File: src/rtl/gpt_walker.sv
module gpt_walker #(
  parameter int KEY_W     = 20,
  parameter int AW        = 32,
  parameter int PFN_W     = 20,
  parameter int SZ_W      = 4,
  parameter int MAX_DEPTH = 8
) (
  input  logic             clk,
  input  logic             rst_n,
  input  logic             req_valid,
  output logic             req_ready,
  input  logic [KEY_W-1:0] req_vpn,
  input  logic [AW-1:0]    req_root,
  input  logic [SZ_W-1:0]  req_root_size,
  output logic             rsp_done,
  output logic             rsp_fault,
  output logic [PFN_W-1:0] rsp_pfn,
  output logic             mem_req_valid,
  input  logic             mem_req_ready,
  output logic [AW-1:0]    mem_addr,
  input  logic             mem_rsp_valid,
  input  logic [63:0]      mem_rsp_data
);
  localparam int CW = 7;
  localparam int DW = $clog2(MAX_DEPTH + 1);

  typedef enum logic [1:0] {S_IDLE, S_REQ, S_WAIT} st_t;

  st_t              state;
  logic [KEY_W-1:0] key;
  logic [CW-1:0]    rem;
  logic [SZ_W-1:0]  size;
  logic [AW-1:0]    base;
  logic [DW-1:0]    depth;

  logic             e_leaf, e_valid;
  logic [4:0]       e_glen;
  logic [SZ_W-1:0]  e_nsize;
  logic [KEY_W-1:0] e_guard, kshift, gbits, gmask, idx;
  logic [AW-1:0]    e_ptr;
  logic [CW-1:0]    used;
  logic             gmatch, bad;
  logic             unused_bits;

  assign e_leaf      = mem_rsp_data[0];
  assign e_valid     = mem_rsp_data[1];
  assign unused_bits = mem_rsp_data[2];
  assign e_glen      = mem_rsp_data[7:3];
  assign e_nsize     = mem_rsp_data[8 +: SZ_W];
  assign e_guard     = mem_rsp_data[12 +: KEY_W];
  assign e_ptr       = mem_rsp_data[63 -: AW];

  assign idx      = key >> (KEY_W - int'(size));
  assign mem_addr = base + (AW'(idx) << 5);
  assign kshift   = key << size;
  assign gbits    = kshift >> (KEY_W - int'(e_glen));
  assign gmask    = (KEY_W'(1) << e_glen) - KEY_W'(1);
  assign gmatch   = (e_guard & gmask) == gbits;
  assign used     = CW'(size) + CW'(e_glen);
  assign bad      = !e_valid || !gmatch ||
                    (e_leaf ? (used != rem)
                            : (used >= rem || e_nsize == '0 || depth == DW'(MAX_DEPTH - 1)));

  assign req_ready     = state == S_IDLE;
  assign mem_req_valid = state == S_REQ;

  always_ff @(posedge clk or negedge rst_n) begin
    if (!rst_n) begin
      state     <= S_IDLE;
      key       <= '0;
      rem       <= '0;
      size      <= '0;
      base      <= '0;
      depth     <= '0;
      rsp_done  <= 1'b0;
      rsp_fault <= 1'b0;
      rsp_pfn   <= '0;
    end else begin
      rsp_done <= 1'b0;
      case (state)
        S_IDLE: if (req_valid) begin
          key   <= req_vpn;
          rem   <= CW'(KEY_W);
          size  <= req_root_size;
          base  <= req_root;
          depth <= '0;
          state <= S_REQ;
        end
        S_REQ: if (mem_req_ready) state <= S_WAIT;
        S_WAIT: if (mem_rsp_valid) begin
          if (bad || e_leaf) begin
            rsp_done  <= 1'b1;
            rsp_fault <= bad;
            rsp_pfn   <= bad ? '0 : e_ptr[PFN_W-1:0];
            state     <= S_IDLE;
          end else begin
            key   <= kshift << e_glen;
            rem   <= rem - used;
            size  <= e_nsize;
            base  <= e_ptr;
            depth <= depth + 1'b1;
            state <= S_REQ;
          end
        end
        default: state <= S_IDLE;
      endcase
    end
  end

  a_r1_busy: assert property (@(posedge clk) disable iff (!rst_n)
    (req_valid && req_ready) |=> (!req_ready && !rsp_done));
  a_r9_hold: assert property (@(posedge clk) disable iff (!rst_n)
    (mem_req_valid && !mem_req_ready) |=> (mem_req_valid && $stable(mem_addr)));
  a_r9_single: assert property (@(posedge clk) disable iff (!rst_n)
    (mem_req_valid && mem_req_ready) |=> !mem_req_valid);
  a_r10_pulse: assert property (@(posedge clk) disable iff (!rst_n)
    rsp_done |=> !rsp_done);
  a_r10_zero_pfn: assert property (@(posedge clk) disable iff (!rst_n)
    (rsp_done && rsp_fault) |-> (rsp_pfn == '0));
  a_r8_depth: assert property (@(posedge clk) disable iff (!rst_n)
    depth < DW'(MAX_DEPTH));
  a_r5_shrink: assert property (@(posedge clk) disable iff (!rst_n)
    (state != S_IDLE && $past(state) != S_IDLE) |-> (rem <= $past(rem)));
endmodule

File: config.mk
export PLATFORM = sky130hd
export DESIGN_NAME = gpt_walker
export DESIGN_NICKNAME = d
export VERILOG_FILES = /design/src/rtl/gpt_walker.sv
export SDC_FILE = /design/constraint.sdc
export NUM_CORES = 1
export LEC_CHECK = 0
export ABC_AREA = 1
export BUFFER_PORTS_ARGS = -buffer_cell sky130_fd_sc_hd__buf_2
export CAP_MARGIN = 30
export CORE_UTILIZATION = 35
export CTS_BUF_LIST = sky130_fd_sc_hd__clkbuf_2
export DETAILED_ROUTE_END_ITERATION = 8
export HOLD_SLACK_MARGIN = 0.05
export PLACE_DENSITY = 0.56
export RECOVER_POWER = 25
export SLEW_MARGIN = 15
export SYNTH_ARGS = -nofsm -noshare
export SYNTH_HDL_FRONTEND = slang
export SYNTH_SLANG_ARGS = --single-unit
File: constraint.sdc
create_clock -name clk -period 6.8 [get_ports clk]
set_input_delay 1.36 -clock clk [delete_from_list [all_inputs] [get_ports clk]]
set_output_delay 1.36 -clock clk [all_outputs]
set_load 0.02 [all_outputs]
==> flow_summary.toml, run 1 <==
[global_route]
grt_pass1_vias = 10600
grt_pass1_wl_mm = 56.4
grt-ovfl-total = 0
grt_usage_pct = 24.6
grt_max_degree = 69
antenna_found_initial = 1

[pwr]
p_sw_mw = 3.61
p_leak_nw = 6.13
power.internal_mw = 2.34
pwr-share-seq_pct = 15.8
comb_power_share_pct = 79.3
vdd_drop_max_mv = 0.208
total_power_mw = 5.95
pwr_density_cell_mw_per_mm2 = 528
sw_frac_of_total_pct = 60.7
clkPwrFrac_pct = 4.9

[setup_path]
cp-startpoint = "size[1]$_DFFE_PN0P_"
endpoint_kind = "primary output"
path_class = "flip-flop to primary output"
critPathTopFamily = "compound AO/OA/AOI/OAI gates"
critPathRequiredTime_ns = 5.44
slowest_delay_ns = 0.45
cp_max_fo = 22
cp_slowest_cell = "dfrtp_1"
path_common_cell = "a21oi_1"
crit_buf_inv = 3
cp-start-kind = "flip-flop"
crit_arrival_ns = 4.96
crit_chain = "buf_4 > o21ai_0 > xor2_1 > inv_2 > nor2_1 > a211oi_1 > ha_1 > fa_1 > a21o_1 > a21oi_1 > o21ai_1 > a21oi_1 > o21ai_1 > nand3_1 > nand2_1 > a21oi_1 > o21ai_2 > nand3_1 > nor2_1 > xor2_1 > buf_2"
reg2reg_from = "size[0]$_DFFE_PN0P_"

[routing]
viasPerCell = 5.31
drt_iter0_markers = 1078
detail_route.wl_per_cell_um = 16.1
ant_nets = 0
drc = 0
drt_wl_total_mm = 35.6
via_count = 11800
drtPass1Iterations = 5

[clock_tree]
cts.sinks = 91
cts.path.max_buffers = 2
path_clk_slew_ns = 0.30
cts_root_buffer = "clkbuf_2"
clock_latency_ns = 0.63
ctsHoldBuffers = 0
cts_buffers = 9
cts-htree-levels = 3
cts_tree = "built"

[die]
die_y_um = 171
dieArea_mm2 = 0.0291
core_area_mm2 = 0.0279
rows = 61
die_width_um = 171
io_pins = 181
start_util_pct = 35.7

[run]
max-cap-violations = 2

[synthesis]
yosysMostFrequentCell = "nand2_1"
syn_inst = 1704
yosysTopAreaCell = "nand2_1"
synth_area_leaders = "nand2_1 24%, dfrtp_1 23%, nand3_1 16%, o21ai_0 6.0%, ha_1 4.9%"
syn_nets = 1871
ys_seq_area_share_pct = 22.9
synth_seq_cells = 91
synth_common_cells = "630 x nand2_1, 320 x nand3_1, 119 x o21ai_0"
avgSynthCellArea_um2 = 5.84
ys_async_sr_fraction_pct = 100
netlist_area_mm2 = 0.00995
post_synth_num_cell_types = 48
yosys_warnings = 0
ys.flop_type = "dfrtp_1"
synth-edff-count = 0
synth_top_area_share_pct = 23.8

[sta]
holdWs_ns = 0.518
max_freq_mhz = 158
slew_headroom_pct = -119
fin_crit_sh_pct = 93.0
finalHoldViolations = 0
tns_ns = 0
tightest_slew_ns = 3.28
setup_viol = 0
rsz0062_at_grt = "no"
fin_skew_ns = 0.0363
drv_slew = 94
min_period_ns = 6.32
fin_ws_ns = 0.478

[cells_and_area]
syn_to_final_growth_pct = 13.2
fin_nets = 1996
drive_above_1_share_pct = 14.6
stdcell_count = 2213

[outcome]
violations = "capacitance limit, slew limit"
outcome = "complete, but fails checks"

[placed_design]
dp_hpwl_mm = 28.0
gp_congestion = 0.959
numPortBuffers = 179
place_ws_ns = 0.552
place_inst = 2193

[worst_hold_path]
min_from = "rem[0]$_DFFE_PN0P_"
hold_path_class = "flip-flop to flip-flop"
power by group through the flow:
stage                     combinational [mW]  clock, mW  sequential [mW]
after CTS                               4.65      0.306            0.930
after global placement                  4.62          0            0.939
after floorplan                         3.44          0            0.870
after global routing                    5.30      0.326            0.958
final                                   4.71      0.293            0.940
after detailed placement                4.64          0            0.939
timing repair:
action	in CTS	in global routing
setup endpoints to repair	6	9
cloned	0	2
resized for setup	2	13
setup buffers	0	1
hold endpoints to repair	0	0
pin swaps	0	1
logic make-up after synthesis:
| family | count (synthesis) | share of synthesized area [%] |
|---|---|---|
| flip-flops | 91 | 22.9 |
| adder cells (fa/ha/maj) | 42 | 5.51 |
| XOR/XNOR | 38 | 3.42 |
| AND/OR/NAND/NOR | 1110 | 47.3 |
| AO/OA/AOI/OAI | 220 | 12.0 |
| buffers and inverters | 201 | 8.65 |
| multiplexers | 2 | 0.201 |
path summary, 6_finish.rpt:
check                                             to  slack, ns  cells past startpoint
max in group asynchronous       base[20]$_DFFE_PN0P_       1.68                      2
worst min register to register    rem[0]$_DFFE_PN0P_       0.52                      2
min in group asynchronous         rsp_done$_DFF_PN0_       1.20                      1
worst min-delay path              rem[0]$_DFFE_PN0P_       0.52                      2
worst max-delay path                    mem_addr[31]       0.48                     21
worst max register to register  base[23]$_DFFE_PN0P_       2.20                     24
state kept, by name (all words and copies together), names as in the netlist:
signal,count
base,32
key,20
rsp_pfn,20
rem,7
depth,4
size,4
state,2
rsp_done,1
rsp_fault,1
tightest hold or removal path, stage by stage (launching register included):
cell	delay, ns
dfrtp_1	0.42
nand2_1	0.05
nand2_1	0.05
cell usage in the layout (no fill, tap or decap), types with 9 or more instances in the layout:
| master | instances |
|---|---|
| buf_2 | 178 |
| nor2_1 | 106 |
| o21ai_0 | 114 |
| o21ai_1 | 10 |
| clkbuf_2 | 9 |
| nand4_1 | 19 |
| a21oi_1 | 56 |
| xnor2_1 | 14 |
| dfrtp_1 | 91 |
| nand3_1 | 320 |
| a31oi_1 | 11 |
| ha_1 | 38 |
| xor2_1 | 23 |
| nand2_1 | 629 |
| inv_2 | 17 |
| inv_1 | 87 |
| buf_4 | 23 |
area by class of cell:
| class | count | area [um2] |
|---|---|---|
| Sequential cell | 91 | 2280 |
| Timing Repair inverter | 2 | 10.0 |
| Clock buffer | 9 | 45.0 |
| Fill cell | 3178 | 16600 |
| Timing Repair Buffer | 205 | 1110 |
| Multi-Input combinational cell | 1412 | 6850 |
| Inverter | 108 | 417 |
| Antenna cell | 1 | 2.50 |
| Tap cell | 378 | 473 |
| Clock inverter | 7 | 73.8 |
per-layer routing:
layer	global-route usage (%)	up-vias	routed length (um)
li1	-	5873	-
met1	36.6	5430	17300
met2	37.6	418	15500
met3	2.82	32	2140
met4	5.88	0	644
met5	0	-	0
metrics by stage:
stage	util, %	instance area [um2]
global route	40.4	11300
global placement	39.8	11100
floorplan	-	9950
finish	40.4	11300
detailed placement	39.8	11100
CTS	40.3	11200
(Power assumes the default switching activity.)
==> run 2: changes to the inputs <==
Settings changed: CORE_ASPECT_RATIO set to 0.8, MAX_ROUTING_LAYER set to met4.
==> flow_summary.toml, run 2 (synthesis results as in run 1) <==
[routing]
ant_nets = 0
drt_iter0_markers = 1332
detail_route.wl_per_cell_um = 16.7
drt_wl_total_mm = 36.8
via_count = 11700
viasPerCell = 5.30
drtPass1Iterations = 6
drc = 0

[setup_path]
cp-start-kind = "flip-flop"
rr_endpoint = "key[18]$_DFFE_PN0P_"
critPathRequiredTime_ns = 5.44
cp_max_fo = 6
endpoint = "mem_addr[31]"
path_class = "flip-flop to primary output"
endpoint_kind = "primary output"
cp-startpoint = "size[1]$_DFFE_PN0P_"
crit_arrival_ns = 4.98
reg2reg_depth = 23
ff2ff_setup_slack_ns = 1.76
reg2reg_from = "size[2]$_DFFE_PN0P_"

[pwr]
vdd_drop_max_mv = 0.397
p_leak_nw = 6.14
pwr_density_cell_mw_per_mm2 = 540
total_power_mw = 6.08

[clock_tree]
cts.path.max_buffers = 2
cts-htree-levels = 3
clock_latency_ns = 0.59
cts.sinks = 91
cts_tree = "built"
path_clk_slew_ns = 0.28
cts_root_buffer = "clkbuf_2"
ctsHoldBuffers = 0
cts_buffers = 9

[global_route]
grt_usage_pct = 25.9
grt_max_degree = 59
grt-ovfl-total = 0
grt_pass1_vias = 10500
antenna_found_initial = 2
grt_pass1_wl_mm = 57.9

[sta]
tns_ns = 0
setup_viol = 0
finalHoldViolations = 0
drv_slew = 153
fin_skew_ns = 0.0507
slew_headroom_pct = -80.2
tightest_slew_ns = 2.70
fin_crit_sh_pct = 93.2
max_freq_mhz = 158
min_period_ns = 6.34
holdWs_ns = 0.513

[cells_and_area]
final_cell_mix = "630 x nand2_1, 320 x nand3_1, 178 x buf_2, 114 x o21ai_0, 106 x nor2_1"
utilization_pct = 40.9
drive_above_1_share_pct = 14.8
largest_reg_flops = 32
regMostFlops = "base"
stdcell_count = 2206
fin_nets = 2003
top_regs = "base: 32 flops, key: 20 flops, rsp_pfn: 20 flops"
num-fill-cells = 3146
syn_to_final_growth_pct = 13.2
layout_commonest_cell = "nand2_1"

[placed_design]
numPortBuffers = 179
gp_congestion = 0.981
place_inst = 2184
dp_hpwl_mm = 29.4

[die]
start_util_pct = 36.1
io_pins = 181
die_y_um = 153
dieArea_mm2 = 0.0291
core_area_mm2 = 0.0276
rows = 54
die_width_um = 190

[worst_hold_path]
min_from = "base[3]$_DFFE_PN0P_"
hold_path_class = "flip-flop to flip-flop"

[outcome]
outcome = "complete, but fails checks"
violations = "capacitance limit, slew limit"

[run]
max-cap-violations = 3
[run 2: changes by cell type in the layout (fill, tap and decap cells not counted), moves of 2 or more]
| cell | before | now |
|---|---|---|
| buf_4 | 23 | 32 |
| buf_12 | 2 | 0 |
| clkinvlp_4 | 1 | 3 |
| inv_2 | 17 | 15 |
| inv_8 | 2 | 0 |
[run 2: power breakdown]
| group | internal [mW] | switching (mW) |
|---|---|---|
| logic | 1.57 | 3.26 |
| registers | 0.737 | 0.230 |
| clock network | 0.0866 | 0.194 |
[run 2: worst max-delay path, stage by stage, from the launching register on]
cell and delay [ns]:
dfrtp_1 0.47, inv_1 0.08, ha_2 0.17, or2_2 0.30, nand2_1 0.19, clkinvlp_4 0.19, buf_4 0.17, nand2_1 0.06
nand2_1 0.08, a211oi_1 0.27, ha_1 0.25, fa_1 0.23, a21o_1 0.15, a21oi_1 0.11, o21ai_2 0.20, a21oi_1 0.13
o21ai_1 0.20, nand3_1 0.09, nand2_1 0.14, a21oi_2 0.10, o21ai_2 0.17, nand3_1 0.14, nor2_1 0.17, xor2_1 0.15
buf_2 0.18
[run 2: worst min-delay path by stage]
stage	endpoint	slack, ns	depth (start not counted)
CTS	base[3]$_DFFE_PN0P_	0.51	2
global placement	base[4]$_DFFE_PN0P_	0.45	2
floorplan	rem[0]$_DFFE_PN0P_	0.44	2
finish	base[3]$_DFFE_PN0P_	0.51	2
global route	base[4]$_DFFE_PN0P_	0.54	2
detailed placement	base[3]$_DFFE_PN0P_	0.46	2
[run 2: layer usage]
layer / track usage (%) / routed length [um] / vias up
li1: - / - / 5900
met1: 41.2 / 19200 / 5337
met2: 33.7 / 14500 / 428
met3: 4.33 / 2790 / 22
met4: 3.77 / 342 / 0
met5: - / 0 / -
[run 2: layout make-up]
type	count	area [um2]	share of cell area (%)
Sequential cell	91	2280	20.2
Clock inverter	5	62.6	0.555
Timing Repair inverter	1	5.00	0.0444
Clock buffer	10	50.0	0.444
Antenna cell	2	5.00	0.0444
Timing Repair Buffer	213	1140	10.1
Tap cell	364	455	4.04
Inverter	108	418	3.71
Multi-Input combinational cell	1412	6850	60.8
[run 2: timing repair]
item / in CTS / in global routing
buffers inserted: 0 / 4
endpoints found under the setup margin: 6 / 9
gates cloned: 0 / 1
gates resized for setup: 3 / 12
[run 2: stage by stage]
stage / setup slack (ns) / area [um2]
global placement: 0.569 / 11100
floorplan: 1.02 / 9950
CTS: 0.0787 / 11200
detailed placement: 0.445 / 11100
finish: 0.459 / 11300
global route: -0.0219 / 11300
==> run 3: changes to the inputs <==
Settings changed: BUFFER_PORTS_ARGS -buffer_cell sky130_fd_sc_hd__buf_2 to -buffer_cell sky130_fd_sc_hd__buf_4.
==> flow_summary.toml, run 3 (synthesis results as in run 1) <==
[outcome]
outcome = "complete, but fails checks"
violations = "capacitance limit, slew limit"

[pwr]
vdd_drop_max_mv = 1.23
p_leak_nw = 6.25
pwr_density_cell_mw_per_mm2 = 540
total_power_mw = 6.30

[die]
start_util_pct = 36.1
die_y_um = 153
rows = 54
io_pins = 181
dieArea_mm2 = 0.0291
die_width_um = 190
core_area_mm2 = 0.0276

[sta]
setup_viol = 0
finalHoldViolations = 0
drv_slew = 94
tightest_slew_ns = 2.83
slew_headroom_pct = -88.7
fin_skew_ns = 0.0371
max_freq_mhz = 157
rsz0062_at_grt = "no"
min_period_ns = 6.37
fin_crit_sh_pct = 93.6
holdWs_ns = 0.517
tns_ns = 0

[setup_path]
critPathRequiredTime_ns = 5.44
cp_max_fo = 23
cp-start-kind = "flip-flop"
endpoint_kind = "primary output"
path_class = "flip-flop to primary output"
crit_arrival_ns = 5.01

[cells_and_area]
drive_above_1_share_pct = 14.7
final_area_mm2 = 0.0117
utilization_pct = 42.3
fin_nets = 1997
diodes = 0
largest_reg_flops = 32
regMostFlops = "base"
num-fill-cells = 3090
final_cell_mix = "629 x nand2_1, 320 x nand3_1, 203 x buf_4, 115 x o21ai_0, 106 x nor2_1"
seq_area_mm2 = 0.00228
top_regs = "base: 32 flops, key: 20 flops, rsp_pfn: 20 flops"
multi_input_area_mm2 = 0.00686
layout_commonest_cell = "nand2_1"
syn_to_final_growth_pct = 17.3

[clock_tree]
cts.sinks = 91
cts.path.max_buffers = 2
cts-htree-levels = 3
path_clk_slew_ns = 0.26
cts_tree = "built"
clock_latency_ns = 0.58
ctsHoldBuffers = 0
cts_buffers = 9
cts_root_buffer = "clkbuf_2"

[global_route]
grt_max_degree = 68
grt_pass1_wl_mm = 59.8
antenna_found_initial = 0
grt_pass1_vias = 10700
grt_usage_pct = 26.8
grt-ovfl-total = 0

[placed_design]
gp_congestion = 0.950
dp_hpwl_mm = 30.2
placed_area_mm2 = 0.0115
numPortBuffers = 179

[routing]
top_layer_used = "met4"
drt_iter0_markers = 1089
drt_wl_total_mm = 37.8
wl_met2_mm = 14.9
met3_length_mm = 3.04
ant_nets = 0
drc = 0
drtPass1Iterations = 6
detail_route.wl_per_cell_um = 17.2
via_count = 11700
viasPerCell = 5.33
wl_met1_mm = 19.6

[run]
max-cap-violations = 2

[worst_hold_path]
hold_path_class = "flip-flop to flip-flop"
## run 3: worst paths after layout
kind                                      startpoint                 endpoint  slack [ns]  cells past startpoint
worst max-delay path             size[0]$_DFFE_PN0P_             mem_addr[30]        0.43                     22
worst min-delay path            base[24]$_DFFE_PN0P_     base[24]$_DFFE_PN0P_        0.52                      2
worst max register to register   size[2]$_DFFE_PN0P_      size[1]$_DFFE_PN0P_        1.48                     23
worst min register to register  base[24]$_DFFE_PN0P_     base[24]$_DFFE_PN0P_        0.52                      2
max in group asynchronous                      rst_n   rsp_pfn[6]$_DFFE_PN0P_        1.85                      2
min in group asynchronous                      rst_n  rsp_pfn[17]$_DFFE_PN0P_        1.38                      1
## run 3: power by group
part | internal, mW | leakage (nW) | switching [mW] | total (mW)
Sequential | 0.737 | 1.17 | 0.230 | 0.967
Combinational | 1.74 | 5.01 | 3.33 | 5.07
Clock | 0.0546 | 0.0644 | 0.204 | 0.259
## run 3: layout make-up
type                            instances  area share (%)
Timing Repair Buffer                  206            13.3
Clock inverter                          6           0.429
Clock buffer                           10           0.429
Sequential cell                        91            19.5
Timing Repair inverter                  2           0.107
Tap cell                              364            3.90
Inverter                              108            3.57
Multi-Input combinational cell       1412            58.7
## run 3: repair_timing
item | 4_1_cts | 5_1_grt
pin swaps | 0 | 0
gates resized for setup | 4 | 13
setup buffers | 0 | 1
endpoints found under the setup margin | 7 | 9
cloned | 0 | 2
## run 3: through the flow
step,instances,worst slack [ns]
after detailed placement,2180,0.305
final,2199,0.433
after global placement,2180,0.489
after floorplan,1704,1.02
after global routing,2199,0.0170
after CTS,2196,0.0610
## run 3: layer usage
metal / vias to the layer above / track usage (%)
met3: 19 / 4.42
met1: 5412 / 42.9
li1: 5874 / -
met2: 407 / 35.0
met5: - / -
met4: 0 / 3.09
## run 3: critical path, cell delays in order, from the launching register on
cell      delay [ns]
dfrtp_1         0.45
buf_4           0.22
o21ai_0         0.23
xor2_1          0.40
nor2_1          0.10
buf_4           0.18
a221oi_1        0.29
ha_1            0.34
a21oi_1         0.15
inv_1           0.06
a31oi_2         0.21
o21ai_1         0.17
a21oi_2         0.21
inv_1           0.06
a21oi_1         0.20
inv_1           0.08
nand4_1         0.08
nand3_1         0.14
a21oi_2         0.23
o21ai_0         0.21
nand3_1         0.14
xnor2_1         0.12
buf_4           0.16
